===== config.mk =====
export PLATFORM = sky130hd
export DESIGN_NAME = pin_irq_trigger
export DESIGN_NICKNAME = d
export VERILOG_FILES = /design/src/rtl/pin_irq_pkg.sv /design/src/rtl/pin_irq_ctrl.sv /design/src/rtl/pin_irq_dp.sv /design/src/rtl/pin_irq_trigger.sv
export SDC_FILE = /design/constraint.sdc
export NUM_CORES = 1
export LEC_CHECK = 0
export BUFFER_PORTS_ARGS = -buffer_cell sky130_fd_sc_hd__buf_4
export CAP_MARGIN = 10
export CORE_AREA = 2 2 39 41
export CTS_BUF_LIST = sky130_fd_sc_hd__clkbuf_8
export CTS_CLUSTER_DIAMETER = 30
export DETAILED_ROUTE_END_ITERATION = 8
export DIE_AREA = 0 0 41 43
export PLACE_DENSITY = 0.43
export SKIP_LAST_GASP = 1
export SYNTH_ARGS = -nofsm -noshare
export SYNTH_HDL_FRONTEND = slang
export SYNTH_HIERARCHICAL = 1
export SYNTH_SLANG_ARGS = --single-unit

===== constraint.sdc =====
create_clock -name clk -period 1.4 [get_ports clk]
set_input_delay 0.07 -clock clk [delete_from_list [all_inputs] [get_ports clk]]
set_output_delay 0.07 -clock clk [all_outputs]
set_load 0.02 [all_outputs]

===== src/rtl/pin_irq_pkg.sv =====
package pin_irq_pkg;
  typedef enum logic [1:0] {
    ACT_LOW  = 2'b00,
    ACT_HIGH = 2'b01,
    ACT_BOTH = 2'b10,
    ACT_NONE = 2'b11
  } act_sel_e;

  typedef struct packed {
    logic setInt;
    logic setWake;
    logic clrInt;
    logic clrWake;
  } trig_strobe_t;
endpackage


===== src/rtl/pin_irq_ctrl.sv =====
module pin_irq_ctrl
  import pin_irq_pkg::*;
#(
  parameter int SLEEP_STATES = 3,
  parameter int SS_W = $clog2(SLEEP_STATES + 1)
) (
  input  logic                    clk,
  input  logic                    rst_n,
  input  logic                    pinLevel,
  input  logic                    trigLevel,
  input  logic [1:0]              activeSel,
  input  logic                    intEn,
  input  logic [SLEEP_STATES-1:0] wakeEn,
  input  logic [SS_W-1:0]         sleepState,
  input  logic                    clrIntSts,
  input  logic                    clrWakeSts,
  output trig_strobe_t            strobes
);
  logic prevLevel;
  logic primed;
  logic rise, fall;
  logic edgeHit, levelHit, hit;
  logic wakeArmed;

  // Previous-sample register; primed blocks a false edge on the first sample.
  always_ff @(posedge clk or negedge rst_n) begin
    if (!rst_n) begin
      prevLevel <= 1'b0;
      primed    <= 1'b0;
    end else begin
      prevLevel <= pinLevel;
      primed    <= 1'b1;
    end
  end

  always_comb begin
    rise = primed & pinLevel & ~prevLevel;
    fall = primed & ~pinLevel & prevLevel;
    unique case (act_sel_e'(activeSel))
      ACT_LOW:  begin edgeHit = fall;        levelHit = ~pinLevel; end
      ACT_HIGH: begin edgeHit = rise;        levelHit = pinLevel;  end
      ACT_BOTH: begin edgeHit = rise | fall; levelHit = 1'b0;      end
      default:  begin edgeHit = 1'b0;        levelHit = 1'b0;      end
    endcase
    hit = trigLevel ? levelHit : edgeHit;
  end

  // One wake enable per sleep state, selected by the current state code.
  logic [SLEEP_STATES-1:0] wakeSel;
  for (genvar gi = 0; gi < SLEEP_STATES; gi++) begin : g_wake
    assign wakeSel[gi] = wakeEn[gi] & (sleepState == SS_W'(gi + 1));
  end
  assign wakeArmed = |wakeSel;

  always_comb begin
    strobes.setInt  = hit & intEn;
    strobes.setWake = hit & wakeArmed;
    strobes.clrInt  = clrIntSts;
    strobes.clrWake = clrWakeSts;
  end
endmodule


===== src/rtl/pin_irq_dp.sv =====
module pin_irq_dp
  import pin_irq_pkg::*;
(
  input  logic         clk,
  input  logic         rst_n,
  input  trig_strobe_t strobes,
  input  logic         intEn,
  input  logic         intUnmask,
  output logic         intSts,
  output logic         wakeSts,
  output logic         pending
);
  // Set has priority over clear.
  always_ff @(posedge clk or negedge rst_n) begin
    if (!rst_n) begin
      intSts  <= 1'b0;
      wakeSts <= 1'b0;
    end else begin
      intSts  <= strobes.setInt  | (intSts  & ~strobes.clrInt);
      wakeSts <= strobes.setWake | (wakeSts & ~strobes.clrWake);
    end
  end

  assign pending = intEn & intUnmask & (intSts | wakeSts);
endmodule


===== src/rtl/pin_irq_trigger.sv =====
module pin_irq_trigger
  import pin_irq_pkg::*;
#(
  parameter int SLEEP_STATES = 3,
  localparam int SS_W = $clog2(SLEEP_STATES + 1)
) (
  input  logic                    clk,
  input  logic                    rst_n,
  input  logic                    pinLevel,
  input  logic                    trigLevel,
  input  logic [1:0]              activeSel,
  input  logic                    intEn,
  input  logic                    intUnmask,
  input  logic [SLEEP_STATES-1:0] wakeEn,
  input  logic [SS_W-1:0]         sleepState,
  input  logic                    clrIntSts,
  input  logic                    clrWakeSts,
  output logic                    intSts,
  output logic                    wakeSts,
  output logic                    pending
);
  trig_strobe_t strobes;

  pin_irq_ctrl #(.SLEEP_STATES(SLEEP_STATES), .SS_W(SS_W)) u_ctrl (
    .clk        (clk),
    .rst_n      (rst_n),
    .pinLevel   (pinLevel),
    .trigLevel  (trigLevel),
    .activeSel  (activeSel),
    .intEn      (intEn),
    .wakeEn     (wakeEn),
    .sleepState (sleepState),
    .clrIntSts  (clrIntSts),
    .clrWakeSts (clrWakeSts),
    .strobes    (strobes)
  );

  pin_irq_dp u_dp (
    .clk       (clk),
    .rst_n     (rst_n),
    .strobes   (strobes),
    .intEn     (intEn),
    .intUnmask (intUnmask),
    .intSts    (intSts),
    .wakeSts   (wakeSts),
    .pending   (pending)
  );
endmodule


==> results.toml, run 1 <==
[place]
place_ws_ps = 190
gp_congestion = 0.688
placement.io_buffers = 17
dp_hpwl_um = 491

[die]
dieHeight_um = 43
std_cell_rows = 14
coreArea_um2 = 1380
io_pins = 18
initial_utilization = 0.189
die_x_um = 41
dieArea_um2 = 1760

[clock_tree]
clkSlewWorstSetupHoldPaths_ps = 30
clock_latency_ps = 210
cts_tree = "yes"
ctsLongestPathBuffers = 2
cts-resized-gates = 0
htreeDepth = 1
numCtsBuffers = 3
root_buffer = "clkbuf_8"
cts.sinks = 4

[finish]
insertedDiodeCount = 0
syn_to_final_growth_pct = 74.2
final-seq-area_um2 = 100
multi_input_area_um2 = 131
final_nets = 63
drive_gt1_frac = 0.478
fillers = 147

[detailed_routing]
vias = 259
drcViolationCount = 0
drt_iter0_drc = 2
ant_nets = 0
drt_pass1_iterations = 2
routed_via_density = 4.18
wl_per_cell_um = 9.63
finalWirelength_um = 597

[flow_run]
maxCapViolCount = 0

[logic_synthesis]
synth_edf_count = 0
yosysTopAreaCellShare = 0.383
yosys_warnings = 6
ys.flop_type = "dfrtp_1"
synth_nets = 41
ys_async_sr_fraction = 1.00
synth-seq-cells = 4
syn_area_per_cell_um2 = 10.1
synth_area_leaders = "dfrtp_1 (38%), nand3b_4 (7.7%), a21o_1 (5.7%)"
synth_common_cells = "dfrtp_1 (4), inv_1 (4), a21o_1 (2), a31oi_1 (2), buf_4 (2)"
seq_area_frac_synth = 0.383
ys_types = 17
syn_inst = 26
syn_area_um2 = 262
yosys.area.top_type = "dfrtp_1"

[sta]
max_freq_ghz = 0.832
clock_skew_ps = 0.376
fin_ws_ps = 198
finalMaxSlewViolations = 0
period_share = 0.858
min_period_ps = 1200
setup_tns_ps = 0
finalHoldViolations = 0
setup_viol = 0
rsz0062_at_grt = "no"

[pwr]
clkPwrFrac = 0.522
sequentialPowerShare = 0.293
switching_share = 0.203
combPwrFrac = 0.185
p_total_w = 0.000450
p_leak_nw = 0.263
ir_worst_vdd_v = 0.000470
power.density_nw_per_um2 = 989
p_sw_w = 0.0000912
internal-power_w = 0.000359

[critical_path]
r2r_cells = 4
crit_type = "register to register"
crit_start = "u_ctrl/prevLevel"
reg2reg_to = "u_dp/wakeSts"
cp_data_required_time_ps = 1500
rrSetupSlack_ps = 200
reg2reg_from = "u_ctrl/prevLevel"
crit_path_end = "u_dp/wakeSts"
critPathArrivalTime_ps = 1300
cp-end-kind = "register"
critPathLaunchType = "register"
path_max_fanout = 3

[global_routing]
grt_pass1_vias = 296
grt_max_degree = 5
gr-total-overflow = 0
grt_use_total = 0.0898
grt_first_pass_wirelength_mm = 1.01
antenna_found_initial = 0

[min_path]
hp-class = "input port to register"
whs_path_depth = 3

[outcome]
outcome = "complete, no violations"
==> power by group through the flow <==
| stage | clock (W) | combinational, W | sequential, W |
|---|---|---|---|
| 6_report | 0.000235 | 0.0000835 | 0.000132 |
| 5_1_grt | 0.000250 | 0.0000923 | 0.000133 |
| 4_1_cts | 0.000244 | 0.0000845 | 0.000132 |
| 3_5_place_dp | 0 | 0.0000800 | 0.000133 |
| 3_3_place_gp | 0 | 0.0000784 | 0.000133 |
| 2_1_floorplan | 0 | 0.0000279 | 0.000138 |
==> metrics by stage <==
| step | cell area [µm²] | std cells | hold WS (ps) | utilization |
|---|---|---|---|---|
| 6_report | 455 | 62 | 143 | 0.329 |
| 5_1_grt | 455 | 62 | 154 | 0.329 |
| 4_1_cts | 455 | 62 | 145 | 0.329 |
| 3_5_place_dp | 394 | 57 | -133 | 0.285 |
| 3_3_place_gp | 394 | 57 | -131 | 0.285 |
| 2_1_floorplan | 262 | 26 | -226 | - |
==> layout by cell type, fill, tap and decap left out <==
master / count
a211o_1: 1
a21o_1: 2
a31oi_1: 2
and2b_1: 1
buf_4: 17
clkbuf_8: 3
conb_1: 1
dfrtp_1: 4
dlygate4sd3_1: 2
inv_1: 4
mux2_2: 1
mux2i_1: 1
nand2_1: 1
nand2b_1: 1
nand3_1: 1
nand3b_4: 1
nor4b_1: 1
o2111ai_1: 1
o211a_1: 1
==> worst max-delay path: stages (launching register included) <==
cell and delay (ps):
dfrtp_1 390, and2b_1 190, o2111ai_1 220, a31oi_1 120
a21o_1 160
==> worst min path at each step <==
stage,startpoint,to
finish,clrWakeSts,u_dp/wakeSts
global route,clrWakeSts,u_dp/wakeSts
CTS,clrWakeSts,u_dp/wakeSts
detailed placement,rst_n,u_dp/wakeSts
global placement,rst_n,u_dp/wakeSts
floorplan,rst_n,u_ctrl/prevLevel
==> layer usage <==
metal,vias to the layer above,share of wire,GRT usage
met3,0,0.047,0.0157
li1,129,-,-
met5,-,0,0
met2,7,0.62,0.156
met1,123,0.34,0.0686
met4,0,0,0.100
==> cell families after synthesis <==
kind of cell,count (synthesis),share of synthesized area
AOI/OAI and AO/OA,7,0.211
DFF,4,0.383
and+or+nand+nor,6,0.196
buffers and inverters,6,0.115
other,1,0.0143
muxes,2,0.0813
==> what timing repair did <==
item / 4_1_cts / 5_1_grt
hold endpoints to repair: 5 / 0
setup buffers: 0 / 0
hold buffers: 2 / 0
==> state kept, by name (all words and copies together) (netlist names) <==
signal / flops
u_ctrl/prevLevel: 1
u_ctrl/primed: 1
u_dp/wakeSts: 1
u_dp/intSts: 1
==> cell type report <==
cell class / count / area share
multi-input combinational: 16 / 0.288
tap: 16 / 0.0440
clock buffer: 3 / 0.0907
inverter: 4 / 0.0330
sequential: 4 / 0.220
timing repair buffer: 19 / 0.324
No activity file was read; power rests on OpenSTA's default activity.
==> run 2, diff against run 1 <==
==> constraint.sdc (replaced) <==
create_clock -name clk -period 1.4 [get_ports clk]
set_input_delay 0.28 -clock clk [delete_from_list [all_inputs] [get_ports clk]]
set_output_delay 0.28 -clock clk [all_outputs]
set_load 0.02 [all_outputs]
==> results.toml, run 2 (same netlist as run 1, synthesis figures left out) <==
[detailed_routing]
routed_via_density = 4.15
vias = 253
drt_pass1_iterations = 2
wl_per_cell_um = 9.39
drt_iter0_drc = 1
finalWirelength_um = 573
drcViolationCount = 0
ant_nets = 0

[outcome]
outcome = "complete, no violations"

[critical_path]
r2r_cells = 4
path_max_fanout = 3
critPathLaunchType = "register"
critPathArrivalTime_ps = 970
crit_start = "u_dp/intSts"
cp_slowest_cell = "dfrtp_1"
cp_data_required_time_ps = 1120
critical_path.top_delay_family = "flip-flops"
reg2reg_from = "u_ctrl/prevLevel"
cpPeakStageDelay_ps = 380
crit_path_end = "pending"
rrSetupSlack_ps = 190
crit_chain = "o211a_1 > buf_4"
cp.depth = 2
crit_type = "register to output pin"
reg2reg_to = "u_dp/wakeSts"
critPathBufInv = 1
cp-end-kind = "output pin"

[clock_tree]
clock_latency_ps = 210
clkSlewWorstSetupHoldPaths_ps = 30
numCtsBuffers = 3
htreeDepth = 1
ctsLongestPathBuffers = 2
root_buffer = "clkbuf_8"
cts_tree = "yes"
cts.sinks = 4

[finish]
final_area_um2 = 445
insertedDiodeCount = 0
syn_to_final_growth_pct = 70.3
layout_commonest_cell = "buf_4"
fin_util = 0.322
final_nets = 62
drive_gt1_frac = 0.489
final_cell_mix = "buf_4 (17), inv_1 (4), dfrtp_1 (4), clkbuf_8 (3)"

[place]
place_ws_ps = 194
dp_hpwl_um = 488
placed_area_um2 = 394
gp_congestion = 0.711
placement.io_buffers = 17

[global_routing]
grt_pass1_vias = 276
grt_max_degree = 5
gr-total-overflow = 0
antenna_found_initial = 0
grt_first_pass_wirelength_um = 903
grt_use_total = 0.0777

[sta]
fin_ws_ps = 151
max_freq_ghz = 0.801
min_period_ps = 1250
finalMaxSlewViolations = 0
period_share = 0.892
setup_tns_ps = 0
clock_skew_ps = 0.286
rsz0062_at_grt = "no"
setup_viol = 0
finalHoldViolations = 0

[die]
io_pins = 18
coreArea_um2 = 1380
dieHeight_um = 43
dieArea_um2 = 1760
std_cell_rows = 14
die_x_um = 41
initial_utilization = 0.189

[min_path]
hp-class = "input port to register"

[pwr]
ir_worst_vdd_v = 0.000487
power.density_nw_per_um2 = 1000
p_leak_nw = 0.259

[flow_run]
maxCapViolCount = 0
## run 2: changes by cell type in the layout (fill, tap and decap cells not counted), sizes merged
| cell | delta |
|---|---|
| dlygate4sd3 | -1 |
## run 2: repair_timing
item                      in CTS  in global routing
setup buffers                  0                  0
hold buffers                   1                  0
resized for setup              0                  0
hold endpoints to repair       4                  0
## run 2: worst min-delay path by stage
| stage | from | to | slack (ps) | depth (start not counted) |
|---|---|---|---|---|
| finish | pinLevel | u_ctrl/prevLevel | 200 | 1 |
| global route | pinLevel | u_ctrl/prevLevel | 200 | 1 |
| CTS | pinLevel | u_ctrl/prevLevel | 200 | 1 |
| detailed placement | rst_n | u_dp/wakeSts | 80 | 1 |
| global placement | rst_n | u_dp/wakeSts | 80 | 1 |
| floorplan | rst_n | u_ctrl/prevLevel | -20 | 0 |
## run 2: through the flow
stage | hold slack (ps) | power [W] | instances
2_1_floorplan | -15.6 | 0.000166 | 26
3_3_place_gp | 77.7 | 0.000210 | 57
3_5_place_dp | 76.4 | 0.000212 | 57
4_1_cts | 198 | 0.000457 | 61
5_1_grt | 199 | 0.000472 | 61
6_report | 203 | 0.000447 | 61
## run 2: report_power, final
part	total [W]	internal, W	switching, W
Combinational	0.0000802	0.0000502	0.0000300
Clock	0.000234	0.000183	0.0000519
Sequential	0.000132	0.000124	0.00000753
## run 2: layer usage
layer  track usage  share of wire
met5             0              0
met1        0.0556           0.34
met4        0.0600              0
met3        0.0314          0.061
met2         0.141           0.59
## run 2: cell type report
type	instances	area, µm²
Fill cell	148	938
Timing Repair Buffer	18	138
Multi-Input combinational cell	16	131
Sequential cell	4	100
Clock buffer	3	41.3
Tap cell	16	20.0
Inverter	4	15.0
## run 2: worst reg2reg max path: stages (launching register included)
cell and delay (ps):
dfrtp_1 400, and2b_1 190, o2111ai_1 220, a31oi_1 120, a21o_1 160
==> run 3, diff against run 2 <==
Settings changed: PLACE_DENSITY 0.43 to 0.45.
Clock period 1.4 ns to 1.04 ns, I/O delays scaled along.
==> results.toml, run 3 (same netlist as run 1, synthesis figures left out) <==
[critical_path]
cp.depth = 2
cp_slowest_cell = "dfrtp_1"
reg2reg_to = "u_dp/intSts"
path_max_fanout = 2
r2r_cells = 4
critPathBufInv = 1
cp_data_required_time_ps = 830
rrSetupSlack_ps = -130
critPathArrivalTime_ps = 970
cp-end-kind = "output pin"
crit_chain = "o211a_1 > buf_6"
critPathLaunchType = "register"
crit_type = "register to output pin"
critical_path.top_delay_family = "flip-flops"
cpPeakStageDelay_ps = 390
reg2reg_from = "u_ctrl/prevLevel"

[detailed_routing]
ant_nets = 0
finalWirelength_um = 630
wl_per_cell_um = 9.84
drcViolationCount = 0
drt_iter0_drc = 3
drt_pass1_iterations = 3
routed_via_density = 4.17
vias = 267

[global_routing]
grt_max_degree = 5
grt_use_total = 0.0868
gr-total-overflow = 0
antenna_found_initial = 0
grt_pass1_vias = 285
grt_first_pass_wirelength_um = 972

[flow_run]
maxCapViolCount = 0

[finish]
final_nets = 65
layout_commonest_cell = "buf_4"
fillers = 146
syn_to_final_growth_pct = 88.0
final_area_um2 = 492
final_cell_mix = "buf_4 (17), inv_1 (4), dfrtp_1 (4), clkbuf_8 (3), buf_6 (3)"
multi_input_area_um2 = 144
drive_gt1_frac = 0.563
insertedDiodeCount = 0
final-seq-area_um2 = 100

[min_path]
holdPathEnd = "u_ctrl/prevLevel"
hold_start = "pinLevel"
whs_path_depth = 1
hp-class = "input port to register"

[sta]
period_share = 1.13
min_period_ps = 1180
finalHoldViolations = 0
max_freq_ghz = 0.851
setup_viol = 4
rsz0062_at_grt = "yes"
holdWs_ps = 137
finalMaxSlewViolations = 0
fin_ws_ps = -136
clock_skew_ps = 2.37

[pwr]
p_leak_nw = 0.278
power.density_nw_per_um2 = 1270
ir_worst_vdd_v = 0.000642

[place]
gp_congestion = 0.711
placed_area_um2 = 415
dp_hpwl_um = 520
placement.io_buffers = 17

[die]
dieArea_um2 = 1760
io_pins = 18
coreArea_um2 = 1380
dieHeight_um = 43
initial_utilization = 0.189
std_cell_rows = 14
die_x_um = 41

[outcome]
violations = "setup timing"
outcome = "finished with violations"

[clock_tree]
root_buffer = "clkbuf_8"
cts.sinks = 4
ctsLongestPathBuffers = 2
cts_tree = "yes"
clock_latency_ps = 210
clkSlewWorstSetupHoldPaths_ps = 30
numCtsBuffers = 3
htreeDepth = 1
[run 3: cell count changes in the layout (fill, tap and decap cells not counted)]
cell       previous run  this run
o2111ai_2             0         1
o2111ai_1             1         0
nor4b_1               1         0
buf_6                 0         3
nor4b_2               0         1
[run 3: final cells by class]
class / instances / area share
Multi-Input combinational cell: 16 / 0.293
Timing Repair Buffer: 21 / 0.349
Clock buffer: 3 / 0.0840
Inverter: 4 / 0.0305
Sequential cell: 4 / 0.204
Tap cell: 16 / 0.0407
[run 3: worst max path at each step]
| stage | slack (ps) | end | startpoint |
|---|---|---|---|
| 2_1_floorplan | -60 | u_dp/intSts | u_ctrl/prevLevel |
| 3_3_place_gp | -130 | u_dp/wakeSts | u_ctrl/primed |
| 3_5_place_dp | -170 | u_dp/wakeSts | u_ctrl/prevLevel |
| 4_1_cts | -130 | u_dp/wakeSts | u_ctrl/prevLevel |
| 5_1_grt | -200 | u_dp/wakeSts | u_ctrl/prevLevel |
| 6_report | -140 | pending | u_dp/intSts |
[run 3: repair_timing]
| item | 4_1_cts | 5_1_grt |
|---|---|---|
| endpoints found under the setup margin | 3 | 4 |
| resized for setup | 2 | 2 |
| hold buffers | 1 | 0 |
| hold endpoints to repair | 4 | 0 |
| pin swaps | 3 | 2 |
| buffers inserted | 1 | 0 |
[run 3: per-layer routing]
metal,global-route usage,wire length [µm],part of all wire
met5,0,0,0
met4,0.0800,0,0
met3,0.0314,36,0.057
met2,0.150,396,0.63
met1,0.0654,198,0.31
[run 3: stage by stage]
step	setup slack, ps	setup TNS (ps)	power, W	util	cells
after floorplan	-55.5	-111	0.000225	-	26
after global placement	-126	-232	0.000292	0.300	59
after detailed placement	-174	-345	0.000294	0.300	59
after CTS	-130	-429	0.000636	0.350	64
after global routing	-205	-598	0.000656	0.355	64
final	-136	-408	0.000623	0.355	64
[run 3: power by group]
group / internal (W) / switching (W)
Sequential: 0.000168 / 0.0000104
Clock: 0.000246 / 0.0000693
Combinational: 0.0000829 / 0.0000475
Total: 0.000496 / 0.000127
